[src/rtl/psram_seq_pkg.sv]
package psram_seq_pkg;

  typedef enum logic [1:0] {
    PH_IDLE  = 2'd0,
    PH_LAT   = 2'd1,
    PH_DATA  = 2'd2,
    PH_STALL = 2'd3
  } phase_e;

  localparam int unsigned LEN_CODE_W = 2;

  // Window length in words for a windowed burst: 4, 8, 16 or 32.
  function automatic int unsigned burst_len(input logic [LEN_CODE_W-1:0] code);
    return 32'd4 << code;
  endfunction

endpackage

[src/rtl/psram_addr_ctr.sv]
module psram_addr_ctr
  import psram_seq_pkg::*;
#(
  parameter int ADDR_W    = 22,
  parameter int ROW_WORDS = 128
) (
  input  logic                  clk,
  input  logic                  rst_n,
  input  logic                  load,
  input  logic [ADDR_W-1:0]     load_addr,
  input  logic                  step,
  input  logic                  cfg_cont,
  input  logic [LEN_CODE_W-1:0] cfg_len_code,
  output logic [ADDR_W-1:0]     cur_addr,
  output logic                  cross_row
);

  localparam int ROW_LG = $clog2(ROW_WORDS);

  logic [ADDR_W-1:0] cur_q;

  function automatic logic [ADDR_W-1:0] win_mask(input logic [LEN_CODE_W-1:0] code);
    return ADDR_W'(burst_len(code) - 32'd1);
  endfunction

  // Windowed order: low bits count modulo the window, upper bits held.
  function automatic logic [ADDR_W-1:0] wrap_next(input logic [ADDR_W-1:0] a,
                                                  input logic [LEN_CODE_W-1:0] code);
    logic [ADDR_W-1:0] m;
    m = win_mask(code);
    return (a & ~m) | ((a + ADDR_W'(1)) & m);
  endfunction

  // Continuous order: plain increment, natural rollover at the top.
  function automatic logic [ADDR_W-1:0] lin_next(input logic [ADDR_W-1:0] a);
    return a + ADDR_W'(1);
  endfunction

  function automatic logic row_last(input logic [ADDR_W-1:0] a);
    return &a[ROW_LG-1:0];
  endfunction

  always_ff @(posedge clk or negedge rst_n) begin
    if (!rst_n) begin
      cur_q <= '0;
    end else if (load) begin
      cur_q <= load_addr;
    end else if (step) begin
      cur_q <= cfg_cont ? lin_next(cur_q) : wrap_next(cur_q, cfg_len_code);
    end
  end

  assign cur_addr  = cur_q;
  assign cross_row = cfg_cont && row_last(cur_q);

  // the captured address is the one presented in the address cycle
  assert_load_addr_R1: assert property (@(posedge clk) disable iff (!rst_n)
    load |=> (cur_q == $past(load_addr)));

  // continuous steps move up by exactly one, with rollover
  assert_cont_step_R5: assert property (@(posedge clk) disable iff (!rst_n)
    (step && !load && cfg_cont) |=> (cur_q == $past(cur_q) + ADDR_W'(1)));

  // windowed steps never leave the aligned window
  assert_wrap_window_R4: assert property (@(posedge clk) disable iff (!rst_n)
    (step && !load && !cfg_cont && $stable(cfg_len_code)) |=>
      ((cur_q & ~win_mask(cfg_len_code)) == ($past(cur_q) & ~win_mask(cfg_len_code))));

endmodule

[src/rtl/psram_burst_fsm.sv]
module psram_burst_fsm
  import psram_seq_pkg::*;
#(
  parameter int LAT_W     = 3,
  parameter int ROW_STALL = 2
) (
  input  logic             clk,
  input  logic             rst_n,
  input  logic             ce_n,
  input  logic             adv_n,
  input  logic             we_n,
  input  logic [LAT_W-1:0] cfg_latency,
  input  logic             cross_row,
  output phase_e           phase,
  output logic             is_write,
  output logic             capture,
  output logic             beat
);

  localparam int STALL_W = $clog2(ROW_STALL + 2);
  localparam int CNT_W   = (LAT_W > STALL_W) ? LAT_W : STALL_W;

  phase_e           phase_q;
  logic [CNT_W-1:0] cnt_q;
  logic             wr_q;
  logic             stall_go;
  logic [CNT_W-1:0] lat_load;

  assign capture  = !ce_n && !adv_n;
  assign beat     = !ce_n && adv_n && (phase_q == PH_DATA);
  assign lat_load = (cfg_latency == '0) ? CNT_W'(1) : CNT_W'(cfg_latency);

  generate
    if (ROW_STALL > 0) begin : g_stall
      assign stall_go = beat && cross_row;

      // a row crossing opens a stall window right after the beat
      assert_stall_enter_R6: assert property (@(posedge clk) disable iff (!rst_n)
        stall_go |=> (phase_q == PH_STALL));
    end else begin : g_nostall
      assign stall_go = 1'b0;
    end
  endgenerate

  always_ff @(posedge clk or negedge rst_n) begin
    if (!rst_n) begin
      phase_q <= PH_IDLE;
      cnt_q   <= '0;
      wr_q    <= 1'b0;
    end else if (ce_n) begin
      phase_q <= PH_IDLE;
    end else if (capture) begin
      phase_q <= PH_LAT;
      cnt_q   <= lat_load;
      wr_q    <= !we_n;
    end else begin
      unique case (phase_q)
        PH_LAT, PH_STALL: begin
          if (cnt_q == CNT_W'(1)) phase_q <= PH_DATA;
          else                    cnt_q   <= cnt_q - CNT_W'(1);
        end
        PH_DATA: begin
          if (stall_go) begin
            phase_q <= PH_STALL;
            cnt_q   <= CNT_W'(ROW_STALL);
          end
        end
        default: phase_q <= PH_IDLE;
      endcase
    end
  end

  assign phase    = phase_q;
  assign is_write = wr_q;

  // an address cycle always opens a latency phase
  assert_capture_R1: assert property (@(posedge clk) disable iff (!rst_n)
    capture |=> (phase_q == PH_LAT));

  // an address cycle in mid-burst restarts the latency count
  assert_restart_R9: assert property (@(posedge clk) disable iff (!rst_n)
    (capture && (phase_q == PH_DATA)) |=> ((phase_q == PH_LAT) && (cnt_q == lat_load)));

  // the last latency cycle hands over to data
  assert_first_beat_R2: assert property (@(posedge clk) disable iff (!rst_n)
    ((phase_q == PH_LAT) && !ce_n && adv_n && (cnt_q == CNT_W'(1))) |=> (phase_q == PH_DATA));

  // a counting phase never holds a zero count
  assert_cnt_live_R2: assert property (@(posedge clk) disable iff (!rst_n)
    ((phase_q == PH_LAT) || (phase_q == PH_STALL)) |-> (cnt_q != '0));

  // chip enable high ends everything at the next edge
  assert_ce_end_R7: assert property (@(posedge clk) disable iff (!rst_n)
    ce_n |=> (phase_q == PH_IDLE));

endmodule

[src/rtl/psram_bus_port.sv]
module psram_bus_port
  import psram_seq_pkg::*;
#(
  parameter int DATA_W = 16
) (
  input  logic              clk,
  input  logic              rst_n,
  input  phase_e            phase,
  input  logic              is_write,
  input  logic              beat,
  input  logic              ce_n,
  input  logic              lb_n,
  input  logic              ub_n,
  input  logic              cfg_wait_pol,
  input  logic [DATA_W-1:0] adq_in,
  input  logic [DATA_W-1:0] arr_rdata,
  output logic [DATA_W-1:0] adq_out,
  output logic              adq_oe,
  output logic              wait_o,
  output logic              arr_we,
  output logic [DATA_W/8-1:0] arr_be,
  output logic [DATA_W-1:0] arr_wdata
);

  localparam int BE_W = DATA_W / 8;

  logic wait_act;

  // Lower half of the byte lanes follows lb_n, upper half follows ub_n.
  for (genvar b = 0; b < BE_W; b++) begin : g_be
    if (b < BE_W / 2) begin : g_lo
      assign arr_be[b] = !lb_n;
    end else begin : g_hi
      assign arr_be[b] = !ub_n;
    end
  end

  assign wait_act  = !ce_n && ((phase == PH_LAT) || (phase == PH_STALL));
  assign wait_o    = cfg_wait_pol ? wait_act : !wait_act;
  assign adq_oe    = beat && !is_write;
  assign adq_out   = adq_oe ? arr_rdata : '0;
  assign arr_we    = beat && is_write && (|arr_be);
  assign arr_wdata = adq_in;

  // no data moves in a cycle that signals WAIT
  assert_wait_excl_R3: assert property (@(posedge clk) disable iff (!rst_n)
    (wait_o == cfg_wait_pol) |-> (!adq_oe && !arr_we));

  // a fully masked cycle never writes the array
  assert_masked_beat_R8: assert property (@(posedge clk) disable iff (!rst_n)
    (lb_n && ub_n) |-> !arr_we);

endmodule

[src/rtl/psram_burst_seq.sv]
module psram_burst_seq
  import psram_seq_pkg::*;
#(
  parameter int ADDR_W    = 22,
  parameter int DATA_W    = 16,
  parameter int LAT_W     = 3,
  parameter int ROW_WORDS = 128,
  parameter int ROW_STALL = 2
) (
  input  logic                     clk,
  input  logic                     rst_n,
  input  logic [LAT_W-1:0]         cfg_latency,
  input  logic [LEN_CODE_W-1:0]    cfg_len_code,
  input  logic                     cfg_cont,
  input  logic                     cfg_wait_pol,
  input  logic                     ce_n,
  input  logic                     adv_n,
  input  logic                     we_n,
  input  logic                     lb_n,
  input  logic                     ub_n,
  input  logic [ADDR_W-DATA_W-1:0] a_hi,
  input  logic [DATA_W-1:0]        adq_in,
  output logic [DATA_W-1:0]        adq_out,
  output logic                     adq_oe,
  output logic                     wait_o,
  output logic [ADDR_W-1:0]        arr_addr,
  output logic                     arr_we,
  output logic [DATA_W/8-1:0]      arr_be,
  output logic [DATA_W-1:0]        arr_wdata,
  input  logic [DATA_W-1:0]        arr_rdata
);

  phase_e            phase;
  logic              is_write;
  logic              capture;
  logic              beat;
  logic              cross_row;
  logic [ADDR_W-1:0] start_addr;

  assign start_addr = {a_hi, adq_in};

  psram_burst_fsm #(
    .LAT_W     (LAT_W),
    .ROW_STALL (ROW_STALL)
  ) u_fsm (
    .clk         (clk),
    .rst_n       (rst_n),
    .ce_n        (ce_n),
    .adv_n       (adv_n),
    .we_n        (we_n),
    .cfg_latency (cfg_latency),
    .cross_row   (cross_row),
    .phase       (phase),
    .is_write    (is_write),
    .capture     (capture),
    .beat        (beat)
  );

  psram_addr_ctr #(
    .ADDR_W    (ADDR_W),
    .ROW_WORDS (ROW_WORDS)
  ) u_addr (
    .clk          (clk),
    .rst_n        (rst_n),
    .load         (capture),
    .load_addr    (start_addr),
    .step         (beat),
    .cfg_cont     (cfg_cont),
    .cfg_len_code (cfg_len_code),
    .cur_addr     (arr_addr),
    .cross_row    (cross_row)
  );

  psram_bus_port #(
    .DATA_W (DATA_W)
  ) u_port (
    .clk          (clk),
    .rst_n        (rst_n),
    .phase        (phase),
    .is_write     (is_write),
    .beat         (beat),
    .ce_n         (ce_n),
    .lb_n         (lb_n),
    .ub_n         (ub_n),
    .cfg_wait_pol (cfg_wait_pol),
    .adq_in       (adq_in),
    .arr_rdata    (arr_rdata),
    .adq_out      (adq_out),
    .adq_oe       (adq_oe),
    .wait_o       (wait_o),
    .arr_we       (arr_we),
    .arr_be       (arr_be),
    .arr_wdata    (arr_wdata)
  );

endmodule

[config.mk]
export PLATFORM = sky130hd
export DESIGN_NAME = psram_burst_seq
export DESIGN_NICKNAME = d
export VERILOG_FILES = /design/src/rtl/psram_seq_pkg.sv /design/src/rtl/psram_addr_ctr.sv /design/src/rtl/psram_burst_fsm.sv /design/src/rtl/psram_bus_port.sv /design/src/rtl/psram_burst_seq.sv
export SDC_FILE = /design/constraint.sdc
export NUM_CORES = 1
export LEC_CHECK = 0
export ABC_CLOCK_PERIOD_IN_PS = 1800
export BUFFER_PORTS_ARGS = -buffer_cell sky130_fd_sc_hd__buf_4
export CAP_MARGIN = 20
export CORE_MARGIN = 5
export CORE_UTILIZATION = 25
export DETAILED_ROUTE_END_ITERATION = 10
export PLACE_DENSITY_LB_ADDON = 0.15
export SETUP_SLACK_MARGIN = 0.15
export SLEW_MARGIN = 20
export SYNTH_ARGS = -nofsm -noshare
export SYNTH_HDL_FRONTEND = slang
export SYNTH_SLANG_ARGS = --single-unit
[constraint.sdc]
create_clock -name clk -period 1.8 [get_ports clk]
set_input_delay 0.09 -clock clk [delete_from_list [all_inputs] [get_ports clk]]
set_output_delay 0.09 -clock clk [all_outputs]
set_load 0.01 [all_outputs]
==> results of run 1 <==
[power by group]
part	leakage (uW)	switching, uW	internal [uW]	total, uW
combinational	0.00131	566	595	1160
sequential	0.000323	165	769	934
clock	0.0000357	221	298	519
total	0.00167	952	1660	2610
[area by class of cell]
class                      count  area share
inverter                       7     0.00721
clock buffer                   3      0.0113
tap                          105      0.0360
timing repair buffer         154       0.345
multi-input combinational    202       0.397
sequential                    28       0.195
clock inverter                 1     0.00824
[cell families after synthesis]
kind of cell | synth area share
AND/OR/NAND/NOR | 0.342
buffers and inverters | 0.0916
AO/OA/AOI/OAI | 0.185
adder cells (fa/ha/maj) | 0.0233
flip-flops | 0.327
multiplexers | 0.0146
XOR/XNOR | 0.0163
[worst max path at each step]
stage                            start          end  slack [ns]  depth (start not counted)
finish                  u_fsm.phase[0]  adq_out[14]        0.13                          6
global route            u_fsm.phase[0]  adq_out[14]        0.05                          6
CTS                 u_addr.cur_addr[0]     register        0.12                          7
detailed placement            register     register        0.08                          5
global placement       cfg_len_code[1]     register        0.12                          9
floorplan           u_addr.cur_addr[0]     register        0.13                          6
[routing by layer]
metal / vias to the layer above / global-route usage / routed length, um
met2: 64 / 0.256 / 3980
met5: - / 0 / 0
met3: 8 / 0.0210 / 381
met4: 0 / 0.0404 / 106
met1: 1148 / 0.200 / 3480
li1: 1208 / - / -
[per-stage QoR]
step	cells	area, um^2	hold WS (ns)
after global routing	500	3640	0.0127
after detailed placement	480	3180	0.0414
final	500	3640	0.0166
after floorplan	265	2190	-0.206
after global placement	480	3180	0.0447
after CTS	496	3440	0.00917
[cell usage in the layout (no fill, tap or decap), types with 3 or more instances in the layout]
master	n
nand2_1	31
o21ai_1	3
buf_6	26
dfrtp_2	7
xnor2_1	4
nor4_4	3
ha_1	3
nor2_2	4
or3_1	4
clkbuf_8	3
nand2b_1	3
a221o_1	3
o21ai_0	15
buf_4	126
and2_4	16
o22ai_1	3
o22a_1	4
nand3_1	12
and3_1	4
a21oi_1	13
or2_4	3
nor3_4	3
nand4_1	8
nor2_1	12
inv_1	7
dfrtp_1	21
[what timing repair did]
| action | CTS | global route |
|---|---|---|
| endpoints found under the setup margin | 24 | 36 |
| buffers inserted | 8 | 4 |
| cloned | 2 | 0 |
| endpoints found under the hold margin | 29 | 0 |
| pin swaps | 14 | 26 |
| resized for setup | 28 | 46 |
| hold buffers | 2 | 0 |
[cells in the mapped netlist (2+ instances only)]
library cell | n | share of area
nand2_1 | 32 | 0.056
dfrtp_1 | 28 | 0.33
and2_1 | 17 | 0.050
o21ai_0 | 17 | 0.040
buf_4 | 16 | 0.056
nor2_1 | 16 | 0.028
a21oi_1 | 15 | 0.035
nand3_1 | 15 | 0.035
clkbuf_1 | 8 | 0.014
nand4_1 | 8 | 0.023
inv_1 | 7 | 0.012
and3_1 | 5 | 0.015
or2_2 | 5 | 0.015
or3_1 | 5 | 0.015
ha_1 | 4 | 0.023
nand2b_1 | 4 | 0.012
nor3_1 | 4 | 0.0093
nor4_1 | 4 | 0.012
o22a_1 | 4 | 0.016
o22ai_1 | 4 | 0.012
xnor2_1 | 4 | 0.016
a221o_1 | 3 | 0.014
buf_2 | 3 | 0.0070
a21o_1 | 2 | 0.0070
a22oi_1 | 2 | 0.0070
a31oi_1 | 2 | 0.0058
a41oi_1 | 2 | 0.0082
and4_1 | 2 | 0.0082
mux2i_1 | 2 | 0.0093
nor2b_1 | 2 | 0.0058
nor4_4 | 2 | 0.020
o21ai_1 | 2 | 0.0047
o311ai_0 | 2 | 0.0082
or3b_2 | 2 | 0.0082
[critical path, delay by kind of cell (launching register included)]
family / cells / cell delay (ns)
simple gates: 3 / 0.50
buf+inv: 3 / 0.38
flops: 1 / 0.41
==> reports/metrics.cfg, run 1 <==
[run_status]
status=complete, no violations

[final_layout]
n_antenna_cell=0
multi_input_area_um2=1450
fill_cells=845
synthToLayoutAreaGrowth_pct=70.0
layout.nets=452
layout-drive-gt1-share=0.542
fin_util=0.439
regArea_um2=709

[logic_synthesis]
synth_warnings=0
synth_edf_count=0
synthFlopType=dfrtp_1
synth_cells=265
synth_fp_nets=321
syn_area_um2=2140
ys_seq_area_frac=0.327
async_reset_ff_frac=1.00
avgSynthCellArea_um2=8.09
ys_seq_elements=28
ys_types=49

[place]
portBuffers=110
pre_cts_ws_ns=0.0843
gp_congestion=0.806
dp_hpwl_um=6040

[grt]
grt.overflow.total=0
grt_max_degree=29
grt_pass1_vias=2428
track_usage=0.151
antenna_found_initial=0
grt_pass1_wl_um=12500

[timing]
fin_crit_sh=0.928
clock_skew_ns=0.00360
worst_slack_ns=0.129
max_slew.worst_pin.slew_ns=0.374
min_period_ns=1.67
final-setup-viol-count=0
setup_tns_ns=0
hold_viol=0
slew_violations=0
slew_headroom=0.751
max_freq_ghz=0.598
rsz0062_at_grt=yes

[clocking]
h-tree-depth=1
clock-sinks=28
cts_buffers=3
clk_pin_slew_ns=0.11
insertion_delay_ns=0.28
root_buffer=clkbuf_8
clockBufferDepth=2
cts_tree=yes

[power]
totalPowerFinal_uw=2610
vdd_drop_max_mv=0.462
power.leakage_uw=0.00167
power-per-cell-area_nw_per_um2=717

[setup_path]
worst-r2r-cell-count=5
crit_chain=nand2b_4 > buf_6 > nor3_4 > buf_6 > and2_4 > buf_6
cpPeakStageDelay_ns=0.41
cp-end-kind=primary output
r2r_slack_ns=0.16
worstSetupStartpointType=register
crit_top_cell=buf_6
path_class=register to primary output
crit_fanout=8
worstPathRequired_ns=1.71
crit_path_top_delay_cell=dfrtp_1
arrival_ns=1.58

[route]
drtIter0Drc=124
vias=2428
ant_nets=0
viasPerCell=4.86
drc=0
wl_per_cell_um=15.9
dr.pass1.iters=4
wl_um=7950

[floorplanning]
dieArea_um2=10500
core-area_um2=8300
initial_core_util=0.258
die_w_um=103
fp.dieH_um=103
row_count=33
ios=111

[min_path]
hold_depth=3
min_from=adq_in[8]
holdCritPathClass=input port to register

[run]
drv_cap=0

Power figures use the tool's default switching activity.
==> run 2: changes to the inputs <==
==> constraint.sdc (replaced) <==
create_clock -name clk -period 1.8 [get_ports clk]
set_input_delay 0.18 -clock clk [delete_from_list [all_inputs] [get_ports clk]]
set_output_delay 0.18 -clock clk [all_outputs]
set_load 0.01 [all_outputs]
==> reports/metrics.cfg, run 2 (synthesis gave the netlist of run 1 again) <==
[timing]
max_freq_ghz=0.575
hold_viol=0
max_slew.worst_pin.slew_ns=0.411
fin_crit_sh=0.966
final-setup-viol-count=0
slew_headroom=0.726
min_period_ns=1.74
setup_tns_ns=0
clock_skew_ns=0.00811
rsz0062_at_grt=yes
slew_violations=0

[setup_path]
critPathBufInv=3
cpPeakStageDelay_ns=0.48
r2r_slack_ns=0.11
crit_path_top_delay_cell=dfrtp_1
worst-r2r-cell-count=7
crit_family=flip-flops
path_class=register to primary output
arrival_ns=1.56
worstPathRequired_ns=1.62
crit_fanout=5
worstSetupStartpointType=register
cp-end-kind=primary output
crit_chain=nand2b_4 > buf_6 > nor3_4 > buf_2 > and2_1 > buf_4

[min_path]
min_to=u_fsm.is_write
holdCritPathClass=input port to register
min_from=we_n
hold_depth=2

[power]
totalPowerFinal_uw=2670
vdd_drop_max_mv=0.404
power-per-cell-area_nw_per_um2=718
power.leakage_uw=0.00168

[grt]
grt_max_degree=29
grt.overflow.total=0
grt_pass1_wl_um=13000
grt_pass1_vias=2482
antenna_found_initial=0
track_usage=0.157

[route]
drtIter0Drc=126
viasPerCell=4.89
drc=0
dr.pass1.iters=4
ant_nets=0
wl_per_cell_um=16.2
wl_um=8160
vias=2453

[final_layout]
mostFrequentLayoutCells=buf_4 (132), nand2_1 (31), buf_6 (22), dfrtp_1 (21), nor2_1 (14)
layout.nets=454
synthToLayoutAreaGrowth_pct=73.5
n_antenna_cell=0
mostFrequentLayoutCell=buf_4
fin_util=0.448
fill_cells=818
final_area_um2=3720
instances_no_fill=502
layout-drive-gt1-share=0.554

[floorplanning]
ios=111
fp.dieH_um=103
core-area_um2=8300
row_count=33
die_w_um=103
initial_core_util=0.258
dieArea_um2=10500

[clocking]
cts_tree=yes
clockBufferDepth=2
root_buffer=clkbuf_8
h-tree-depth=1
clk_pin_slew_ns=0.10
insertion_delay_ns=0.29
cts_buffers=3
clock-sinks=28

[place]
dp_cells=479
gp_congestion=0.809
dp_hpwl_um=6090
portBuffers=110
place_area_um2=3180

[run_status]
status=complete, no violations

[run]
drv_cap=0

[run 2: layout make-up]
cell class | instances | area, um^2 | area share
inverter | 7 | 26.3 | 0.00706
clock inverter | 1 | 30.0 | 0.00807
timing repair buffer | 156 | 1250 | 0.337
sequential | 28 | 709 | 0.191
clock buffer | 3 | 41.3 | 0.0111
tap | 105 | 131 | 0.0353
multi-input combinational | 202 | 1530 | 0.411
[run 2: repair_timing]
| item | in CTS | in global routing |
|---|---|---|
| setup endpoints to repair | 26 | 35 |
| gates resized for setup | 36 | 48 |
| endpoints found under the hold margin | 28 | 0 |
| setup buffers | 8 | 8 |
| hold buffers | 1 | 0 |
| gates cloned | 2 | 0 |
| pin swaps | 22 | 22 |
[run 2: worst register-to-register path, cell delays in order (launching register included)]
cell	delay, ns
dfrtp_1	0.42
nand4_4	0.23
buf_6	0.19
nor4_4	0.14
buf_6	0.17
nand4_1	0.09
or3_1	0.32
nand3_1	0.08
[run 2: routing by layer]
metal | track usage | up-vias | share of wire
met1 | 0.207 | 1167 | 0.43
met2 | 0.277 | 72 | 0.51
met5 | 0 | - | 0
li1 | - | 1212 | -
met4 | 0.0272 | 0 | 0.0067
met3 | 0.0203 | 2 | 0.058
[run 2: stage by stage]
step           hold slack, ns  setup slack (ns)
2_1_floorplan          -0.116             0.133
3_3_place_gp            0.143            0.0709
3_5_place_dp            0.143            0.0194
4_1_cts                0.0731            0.0618
5_1_grt                0.0926           -0.0379
6_report               0.0720            0.0617
[run 2: worst max-delay path by stage]
| stage | cells past startpoint | startpoint | endpoint |
|---|---|---|---|
| 2_1_floorplan | 6 | u_addr.cur_addr[0] | register |
| 3_3_place_gp | 8 | cfg_len_code[1] | register |
| 3_5_place_dp | 8 | cfg_len_code[1] | register |
| 4_1_cts | 6 | u_fsm.phase[0] | adq_out[14] |
| 5_1_grt | 6 | u_fsm.phase[0] | adq_out[7] |
| 6_report | 6 | u_fsm.phase[1] | adq_out[14] |
[run 2: power by group]
group	total [uW]	leakage (uW)	switching, uW	internal (uW)
registers	946	0.000323	177	769
logic	1200	0.00133	586	616
clock network	523	0.0000357	225	298
total	2670	0.00168	988	1680
